`src/rtl/vtp_ctrl.sv`:
```
module vtp_ctrl #(
  parameter int W43  = 16,
  parameter int W169 = 20,
  parameter int LN   = 3,
  parameter int LP   = 4
) (
  input  logic       clk,
  input  logic       rst_n,
  input  logic [9:0] din,
  input  logic       lock,
  input  logic       tp_en,
  output logic [9:0] dout,
  output logic       pass_out
);
  localparam int WMAX = (W169 > W43) ? W169 : W43;
  localparam int LMAX = (LP > LN) ? LP : LN;
  localparam int XW   = $clog2(WMAX) + 1;
  localparam int YW   = $clog2(LMAX) + 1;

  logic          en_q, run, vq, lq, err;
  logic [3:0]    code;
  logic [XW-1:0] x;
  logic [YW-1:0] y;
  logic [9:0]    pw, wq;
  logic [15:0]   crc_g, crc_o;
  logic [1:0]    ok;

  function automatic logic [15:0] crc_upd(input logic [15:0] c, input logic [9:0] d);
    logic [15:0] r;
    logic        fb;
    r = c;
    for (int i = 9; i >= 0; i--) begin
      fb = r[15] ^ d[i];
      r  = {r[14:0], 1'b0};
      if (fb) r = r ^ 16'h1021;
    end
    return r;
  endfunction

  function automatic logic [9:0] luma(input logic [2:0] b);
    case (b)
      3'd0: luma = 10'h2D0;
      3'd1: luma = 10'h2A0;
      3'd2: luma = 10'h240;
      3'd3: luma = 10'h210;
      3'd4: luma = 10'h170;
      3'd5: luma = 10'h140;
      3'd6: luma = 10'h0E0;
      default: luma = 10'h040;
    endcase
  endfunction

  wire [XW-1:0] wl    = code[3] ? XW'(W169) : XW'(W43);
  wire [YW-1:0] ll    = code[2] ? YW'(LP) : YW'(LN);
  wire          eol   = (x == wl - 1'b1);
  wire          eof   = eol && (y == ll - 1'b1);
  wire          start = tp_en && !en_q && lock && (din[9:4] == 6'd0);
  wire [XW+2:0] x8    = {x, 3'b000};
  wire [XW+2:0] q43   = x8 / (XW+3)'(W43);
  wire [XW+2:0] q169  = x8 / (XW+3)'(W169);
  wire [2:0]    bar   = code[3] ? q169[2:0] : q43[2:0];
  wire [15:0]   g_nx  = crc_upd(crc_g, wq);
  wire [15:0]   o_nx  = crc_upd(crc_o, dout);

  always_comb begin
    if (!x[0]) pw = (code[1:0] == 2'b01) ? 10'h300 : 10'h200;
    else begin
      case (code[1:0])
        2'b00:   pw = 10'h040;
        2'b01:   pw = 10'h198;
        2'b10:   pw = 10'h110;
        default: pw = luma(bar);
      endcase
    end
  end

  always_ff @(posedge clk) begin
    if (!rst_n) begin
      en_q  <= 1'b0;
      run   <= 1'b0;
      code  <= 4'd0;
      x     <= '0;
      y     <= '0;
      dout  <= 10'd0;
      vq    <= 1'b0;
      lq    <= 1'b0;
      wq    <= 10'd0;
      crc_g <= 16'hFFFF;
      crc_o <= 16'hFFFF;
      err   <= 1'b0;
      ok    <= 2'd0;
    end else begin
      en_q <= tp_en;
      if (!tp_en) run <= 1'b0;
      else if (start) begin
        run  <= 1'b1;
        code <= din[3:0];
      end

      if (start || !tp_en) begin
        x <= '0;
        y <= '0;
      end else if (run) begin
        if (eol) begin
          x <= '0;
          y <= eof ? '0 : y + 1'b1;
        end else x <= x + 1'b1;
      end

      dout <= (run && tp_en && lock) ? pw : din;
      vq   <= run && tp_en;
      wq   <= pw;
      lq   <= eof;

      if (!tp_en) begin
        crc_g <= 16'hFFFF;
        crc_o <= 16'hFFFF;
        err   <= 1'b0;
        ok    <= 2'd0;
      end else if (vq) begin
        if (lq) begin
          crc_g <= 16'hFFFF;
          crc_o <= 16'hFFFF;
          if (g_nx != o_nx) err <= 1'b1;
          else if (ok != 2'd2) ok <= ok + 1'b1;
        end else begin
          crc_g <= g_nx;
          crc_o <= o_nx;
        end
      end
    end
  end

  assign pass_out = run && (code == 4'd3 || code == 4'd5) && !err && (ok == 2'd2);
endmodule

```
`config.mk`:
```
export PLATFORM = sky130hd
export DESIGN_NAME = vtp_ctrl
export DESIGN_NICKNAME = d
export VERILOG_FILES = /design/src/rtl/vtp_ctrl.sv
export SDC_FILE = /design/constraint.sdc
export NUM_CORES = 1
export LEC_CHECK = 0
export BUFFER_PORTS_ARGS = -buffer_cell sky130_fd_sc_hd__clkbuf_2
export CORE_MARGIN = 1.5
export CORE_UTILIZATION = 55
export CTS_CLUSTER_DIAMETER = 40
export DETAILED_ROUTE_END_ITERATION = 8
export PLACE_DENSITY_LB_ADDON = 0.12
export SLEW_MARGIN = 20
export SYNTH_ARGS = -nofsm -noshare
export SYNTH_HDL_FRONTEND = slang
export SYNTH_SLANG_ARGS = --single-unit
```
`constraint.sdc`:
```
create_clock -name clk -period 6.18 [get_ports clk]
set_clock_uncertainty 0.1 [all_clocks]
set_input_delay 0.309 -clock clk [delete_from_list [all_inputs] [get_ports clk]]
set_output_delay 0.309 -clock clk [all_outputs]
set_load 0.02 [all_outputs]
```
* Word level (Yosys, flattened, before mapping)
Cells that the tools add are included.
Operators by class: add/subtract/negate cells 5, divide/modulo/power cells 1, equal/unequal tests 15, mux-type cells 32, bitwise operators 42, reductions and logical operators 23
Operators by type and width (number):
- 13-bit 2-to-1 mux | 20
- 10-bit one-hot mux with 7 select lines | 1
- 3-bit NOT | 20
- 16-bit 2-to-1 mux | 2
- 10-bit one-hot mux with 3 select lines | 1
- 10-bit 2-to-1 mux | 2
- 1-bit bitwise XOR | 20
- 16-bit != test | 1
- 3-bit 2-to-1 mux | 4
- 9-bit by 5-bit divider with 9-bit output, second input constant | 1
- 3-bit == test, second input constant | 3
- 1-bit logical AND | 9
- 9-bit 2-to-1 mux | 1
- 6-bit by 1-bit adder with 6-bit output, second input constant | 1
- 3-bit by 2-bit == test with 1-bit output, second input constant | 2
- 6-bit == test | 1
- 6-bit logical NOT | 1
- 6-bit 2-to-1 mux | 1
- 2-bit AND reduction | 3
- 5-bit by 1-bit subtractor with 6-bit output, second input constant | 1
- 2-bit == test, second input constant | 2
- 4-bit by 2-bit == test with 1-bit output, second input constant | 1
- 4-bit by 3-bit == test with 1-bit output, second input constant | 1
- 4-bit AND reduction | 1
- other kinds (14) | 18
Storage, ports and cells: register bits after elaboration 72, output and inout port bits 11, word-level logic and storage cells 131

* Longest topological paths before layout
Gate-level depths: netlist of the first run.
depth after elaboration 23, depth in mapped cells 11, depth with buffers taken out 10

* Worst setup path after synthesis of the first run
Ideal clock, no wire load.
path kind register -> register, start register x[0], end register dout[5], arrival 2.660 ns, required time 6.022 ns, path slack 3.362 ns, stages on the path, launching flop included 12, path buffers 1, clock period less this slack 2.818 ns, path through dfxtp_1 clkbuf_1 inv_1 ha_1 or2_1 nor2_1 o221a_4 and2_1 a21oi_1 or4_1 mux2i_1 o22a_1
On the way: longest elaborated chain between the ends 7
RTL lines:
- from (decl) | line 22 | logic [XW-1:0] x;
- from (signal assigned) | line 107 | end else x <= x + 1'b1;
- 9-bit by 5-bit divider with 9-bit output | line 60 | wire [XW+2:0] q169 = x8 / (XW+3)'(W169);
- 3-bit 2-to-1 mux | line 61 | wire [2:0] bar = code[3] ? q169[2:0] : q43[2:0];
- 3-bit == test, or another cell as far along | line 41 | case (b)
- 10-bit one-hot mux with 7 select lines | line 41
- 10-bit one-hot mux with 3 select lines | line 68 | case (code[1:0])
- 10-bit 2-to-1 mux (*) | line 66 | if (!x[0]) pw = (code[1:0] == 2'b01) ? 10'h300 : 10'h200;
- 10-bit 2-to-1 mux (*) | line 110 | dout <= (run && tp_en && lock) ? pw : din;
- to (signal assigned) | line 110
- to (decl) | line 12 | output logic [9:0] dout,
Every way passes the cells marked *; elsewhere a longest branch is shown, timed or not. A chain may end at the register's enable or synchronous reset.

* Final worst setup path of the first run
Ends and elaborated chain as after synthesis.

==> flow_summary_export.csv, run 1 <==
group,metric,value,unit
setup_path,startpoint_type,"flip-flop",
setup_path,cp_num_buf_inv,1,
floorplanning,rows,30,
setup_path,path_cells,"inv_1, ha_1, or2_1, nor2_1, o221a_4, and2_1, a21oi_1, or4_1, mux2i_1, o22a_1",
grt,antenna_found_initial,0,
clock_tree,cts_buffer_depth,2,
setup_path,r2r_setup_slack,3.11,ns
run_status,status,"complete, no violations",
layout,post-route-util,0.624,
clock_tree,htree_levels,3,
power_and_ir_drop,seq_power_share,0.522,
place,place.gp.congestion,0.912,
floorplanning,die-area,7700,µm²
grt,overflow,0,
floorplanning,initial_utilization,0.575,
sta,slew_headroom,0.610,
yosys,ys_seq_area_frac,0.350,
yosys,ys_seq_elements,69,
place,io_buffers,24,
setup_path,worstSetupPathType,"reg -> reg",
setup_path,cp_top_family,"simple AND/OR/NAND/NOR gates",
setup_path,r2r_cells,10,
layout,nNetsFinal,496,
floorplanning,io_pins,25,
drt,drt-initial-drc-count,136,
drt,drt-pass1-iter-count,4,
run,drv_cap,0,
power_and_ir_drop,ir_worst_vdd,0.000111,V
layout,insertedDiodeCount,0,
setup_path,r2r_start,"x[0]",
setup_path,critPathMaxStageDelay,0.65,ns
drt,vias_per_cell,5.40,
power_and_ir_drop,p_comb_frac,0.090,
sta,clock.fmax,0.326,GHz
clock_tree,root_buffer,"clkbuf_8",
grt,grt_pass1_vias,2974,
setup_path,cp-end-kind,"flip-flop",
sta,timing.hold.ws,0.117,ns
clock_tree,clk_latency,0.34,ns
grt,track_usage,0.241,
setup_path,cp_slowest_cell,"dfxtp_1",
yosys,netlist.area_leader.share,0.350,
place,place_hpwl,6.38,mm
sta,rsz0062_at_grt,"false",
power_and_ir_drop,intPower,661,µW
sta,period_needed,3.07,ns
power_and_ir_drop,p_switching,206,µW
setup_path,cp_max_fo,16,
setup_path,r2r-end,"dout[5]",
sta,setup_tns,0,ns
setup_path,required,6.36,ns
clock_tree,postCtsHoldBufs,0,
drt,ant_nets,0,
clock_tree,postCtsSetupBuffers,0,
sta,setup_violations,0,
grt,grt_max_degree,67,
floorplanning,core_area,6870,µm²
layout,drive_above_1_share,0.139,
setup_path,startpoint,"x[0]",
sta,worst_slew_pin_slew,0.585,ns
clock_tree,clk_pin_slew,0.07,ns
power_and_ir_drop,p_sw_frac,0.238,
sta,final.period_utilization,0.496,
layout,synthToLayoutAreaGrowth,8.55,%
clock_tree,cts_buffers,9,
yosys,synth_nets,480,
floorplanning,die-width,87.7,µm
yosys,postSynthCellCount,457,
setup_path,cp.depth,10,
grt,grt_pass1_wl,14.1,mm
clock_tree,cts_sinks,69,
yosys,synth_cell_type_count,62,
power_and_ir_drop,clkPwrFrac,0.387,
yosys,ys.warnings.count,0,
setup_path,critPathCapture,"dout[5]",
yosys,synth.most_common_cell,"nand2_1",
yosys,synth_area,3950,µm²
setup_path,arrival,3.25,ns
yosys,avgSynthCellArea,8.64,µm²
floorplanning,dieHeight,87.7,µm
drt,drc,0,
yosys,ys.flop_type,"dfxtp_1",
power_and_ir_drop,leakage,1.57,nW
yosys,synthTopCellsByArea,"dfxtp_1, xnor2_1, nand2_1",
yosys,synth_edf_count,0,
drt,wl,8.49,mm
min_path,hold_path_class,"in -> reg",
clock_tree,cts_tree,"yes",
sta,drv_slew,0,
yosys,synth_largest_area_cell,"dfxtp_1",
clock_tree,ctsResizeCount,0,
yosys,async_reset_ff_frac,0,
drt,via_count,3085,
yosys,ys_top_cells_by_count,"nand2_1, dfxtp_1, xnor2_1",
layout,fill_cells,627,
sta,hold_violations,0,
power_and_ir_drop,powerDensity,202,nW/µm²
drt,wl_per_cell,14.9,µm
## layer usage
metal  track usage  wire (µm)  up-vias  share of wire
li1              -          -     1575              -
met1         0.284       3710     1428           0.44
met2         0.405       4240       63           0.50
met3        0.0688        278       19          0.033
met4         0.108        268        0          0.032
met5             0          0        -              0
## stage by stage
stage / setup WS, ns / power, mW / instances / cell area [µm²]
floorplan: 3.36 / 0.520 / 457 / 3950
global placement: 3.24 / 0.541 / 558 / 4120
detailed placement: 3.15 / 0.542 / 558 / 4120
CTS: 3.13 / 0.879 / 571 / 4290
global route: 2.91 / 0.903 / 571 / 4290
finish: 3.11 / 0.867 / 571 / 4290
## worst register-to-register path, stage by stage, from the launching register on
cell and delay (ns):
dfxtp_1 0.65, inv_1 0.20, ha_1 0.26, or2_1 0.24, nor2_1 0.14, o221a_4 0.21
and2_1 0.17, a21oi_1 0.14, or4_1 0.55, mux2i_1 0.18, o22a_1 0.17
## cell usage in the layout, fill, tap and decap left out, types with 10 or more instances in the layout
cell type and count:
xnor2_1 45, mux2i_1 10, nor2_1 32, clkbuf_2 24, a21oi_1 17, dfxtp_1 68, o21ai_0 39, xor2_1 24
nand2_1 78
## state kept, by name, summed over array words and instances, names as in the netlist
register / cells
crc_g: 16
run: 1
lq: 1
en_q: 1
ok: 2
crc_o: 16
code: 4
wq: 7
err: 1
vq: 1
y: 3
dout: 10
x: 6
## layout make-up
cell class | count | area (µm²) | area share
clock inverters | 3 | 40.0 | 0.00934
multi-input cells | 357 | 2440 | 0.570
well taps | 96 | 120 | 0.0280
clock buffers | 10 | 128 | 0.0298
inverters | 10 | 37.5 | 0.00875
flip-flops and latches | 69 | 1380 | 0.322
repair buffers | 26 | 135 | 0.0315
## cell families after synthesis
family                   count (synthesis)  synth area share
AO/OA/AOI/OAI                           87             0.137
XOR/XNOR                                83             0.221
adder cells (fa/ha/maj)                 10            0.0314
buffers and inverters                   31            0.0323
flip-flops                              69             0.350
multiplexers                            11            0.0282
AND/OR/NAND/NOR                        166             0.201
## power groups by stage
stage | registers [mW] | clock network [mW] | logic [mW]
floorplan | 0.467 | 0 | 0.0530
global placement | 0.463 | 0 | 0.0778
detailed placement | 0.463 | 0 | 0.0782
CTS | 0.453 | 0.347 | 0.0788
global route | 0.453 | 0.365 | 0.0847
finish | 0.453 | 0.336 | 0.0781
## worst min-delay path by stage
stage / from / endpoint / slack (ns) / depth (start not counted)
after global placement: y[2] / y[2] / 0.37 / 2
after CTS: din[2] / code[2] / 0.11 / 3
after floorplan: rst_n / dout[8] / 0.35 / 2
after detailed placement: y[2] / y[2] / 0.38 / 2
final: din[1] / code[1] / 0.12 / 3
after global routing: din[0] / dout[0] / 0.13 / 2
No activity file was read; power rests on OpenSTA's default activity.
==> run 2: changes to the inputs <==
Clock period 6.18 ns to 3.2 ns, I/O delays scaled along.
==> flow_summary_export.csv, run 2 (synthesis gave the netlist of run 1 again) <==
group,metric,value,unit
setup_path,required,3.39,ns
drt,ant_nets,0,
clock_tree,htree_levels,3,
grt,grt_max_degree,46,
sta,hold_violations,0,
setup_path,cp-end-kind,"flip-flop",
layout,drive_above_1_share,0.153,
setup_path,path_cells,"ha_1, nor2_2, maj3_2, o221a_4, nand2b_1, and4_1, or4_1, mux2i_1, o22a_1",
sta,clock.fmax,0.352,GHz
clock_tree,clk_pin_slew,0.08,ns
sta,final.period_utilization,0.887,
setup_path,startpoint_type,"flip-flop",
setup_path,cp_top_family,"simple AND/OR/NAND/NOR gates",
layout,reg_top3,"crc_g x16, crc_o x16, dout x10",
sta,setup_violations,0,
power_and_ir_drop,p_sw_frac,0.237,
floorplanning,core_area,6870,µm²
place,io_buffers,24,
clock_tree,cts_tree,"yes",
setup_path,cp_num_buf_inv,0,
grt,overflow,0,
clock_tree,clk_latency,0.35,ns
power_and_ir_drop,clkPwrFrac,0.459,
drt,vias_per_cell,5.34,
sta,worst_slew_pin_slew,0.512,ns
floorplanning,rows,30,
power_and_ir_drop,p_comb_frac,0.084,
grt,grt_pass1_wl,14.5,mm
floorplanning,die-width,87.7,µm
place,place_hpwl,6.33,mm
layout,mostFrequentLayoutCells,"nand2_1, dfxtp_1, xnor2_1",
clock_tree,ctsResizeCount,0,
floorplanning,io_pins,25,
sta,drv_slew,0,
min_path,hold_path_class,"in -> reg",
floorplanning,dieHeight,87.7,µm
drt,via_count,3122,
run,drv_cap,0,
min_path,min_delay_worst_endpoint,"dout[4]",
setup_path,r2r_cells,9,
clock_tree,postCtsSetupBuffers,0,
setup_path,critPathMaxStageDelay,0.57,ns
power_and_ir_drop,powerDensity,429,nW/µm²
setup_path,worstSetupPathType,"reg -> reg",
power_and_ir_drop,p_switching,453,µW
power_and_ir_drop,intPower,1.46,mW
clock_tree,postCtsHoldBufs,6,
power_and_ir_drop,seq_power_share,0.457,
clock_tree,root_buffer,"clkbuf_8",
clock_tree,cts_buffers,9,
floorplanning,initial_utilization,0.575,
grt,track_usage,0.244,
min_path,worstHoldStart,"din[4]",
layout,insertedDiodeCount,0,
place,place.gp.congestion,0.881,
layout,nNetsFinal,507,
drt,wl,8.65,mm
setup_path,r2r_start,"x[1]",
layout,synthToLayoutAreaGrowth,13.0,%
floorplanning,die-area,7700,µm²
sta,setup_tns,0,ns
power_and_ir_drop,total_power,1.91,mW
layout,post-route-util,0.650,
power_and_ir_drop,ir_worst_vdd,0.000209,V
setup_path,r2r-end,"dout[5]",
run_status,status,"complete, no violations",
layout,final_common_cell,"nand2_1",
min_path,holdPathStages,3,
setup_path,cp_max_fo,13,
power_and_ir_drop,leakage,1.65,nW
clock_tree,cts_sinks,69,
sta,rsz0062_at_grt,"false",
sta,slew_headroom,0.658,
drt,drt-initial-drc-count,138,
sta,period_needed,2.84,ns
drt,drt-pass1-iter-count,4,
setup_path,cp_slowest_cell,"dfxtp_1",
drt,drc,0,
drt,wl_per_cell,14.8,µm
setup_path,arrival,3.03,ns
setup_path,r2r_setup_slack,0.36,ns
grt,antenna_found_initial,0,
clock_tree,cts_buffer_depth,2,
grt,grt_pass1_vias,2999,
[run 2: changes by cell type in the layout (fill, tap and decap cells not counted)]
cell and change:
buf_4 +5, bufinv_16 +2, clkbuf_1 -1, clkinv_2 -2
clkinv_4 +1, clkinvlp_4 +2, dlygate4sd3_1 +6, inv_6 +1
[run 2: power by group through the flow]
stage	Combinational, mW	Clock, mW	Sequential (mW)
after global placement	0.155	0	0.895
after global routing	0.174	0.931	0.875
after detailed placement	0.156	0	0.895
final	0.161	0.878	0.874
after floorplan	0.102	0	0.901
after CTS	0.163	0.900	0.874
[run 2: tightest hold or removal path: stages]
cell	delay, ns
clkbuf_2	0.10
o2bb2ai_1	0.14
a31oi_1	0.04
[run 2: through the flow]
stage	setup slack (ns)	cells	area [µm²]	hold WS, ns
final	0.361	585	4460	0.0431
after global routing	0.188	585	4460	0.0463
after CTS	0.375	585	4460	0.0253
after detailed placement	0.391	563	4160	0.322
after global placement	0.467	563	4160	0.313
after floorplan	0.382	457	3950	0.198
[run 2: per-layer routing]
metal  wire [µm]  track usage  up-vias
met3         301       0.0452       11
li1            -            -     1597
met4         140       0.0837        0
met2        4450        0.425       71
met5           0            0        -
met1        3760        0.302     1443
[run 2: cell type report]
cell class / count / area, µm²
Multi-Input combinational cell: 357 / 2440
Fill cell: 597 / 2400
Timing Repair Buffer: 37 / 233
Tap cell: 96 / 120
Inverter: 10 / 37.5
Clock inverter: 7 / 123
Clock buffer: 9 / 124
Sequential cell: 69 / 1380
[run 2: worst max-delay path by stage]
stage,slack (ns),from,cells after the start,to
after detailed placement,0.39,x[1],9,dout[5]
after CTS,0.37,x[1],9,dout[5]
after global routing,0.19,x[1],9,dout[5]
final,0.36,x[1],9,dout[5]
after global placement,0.47,x[1],9,dout[5]
after floorplan,0.38,x[0],11,dout[5]
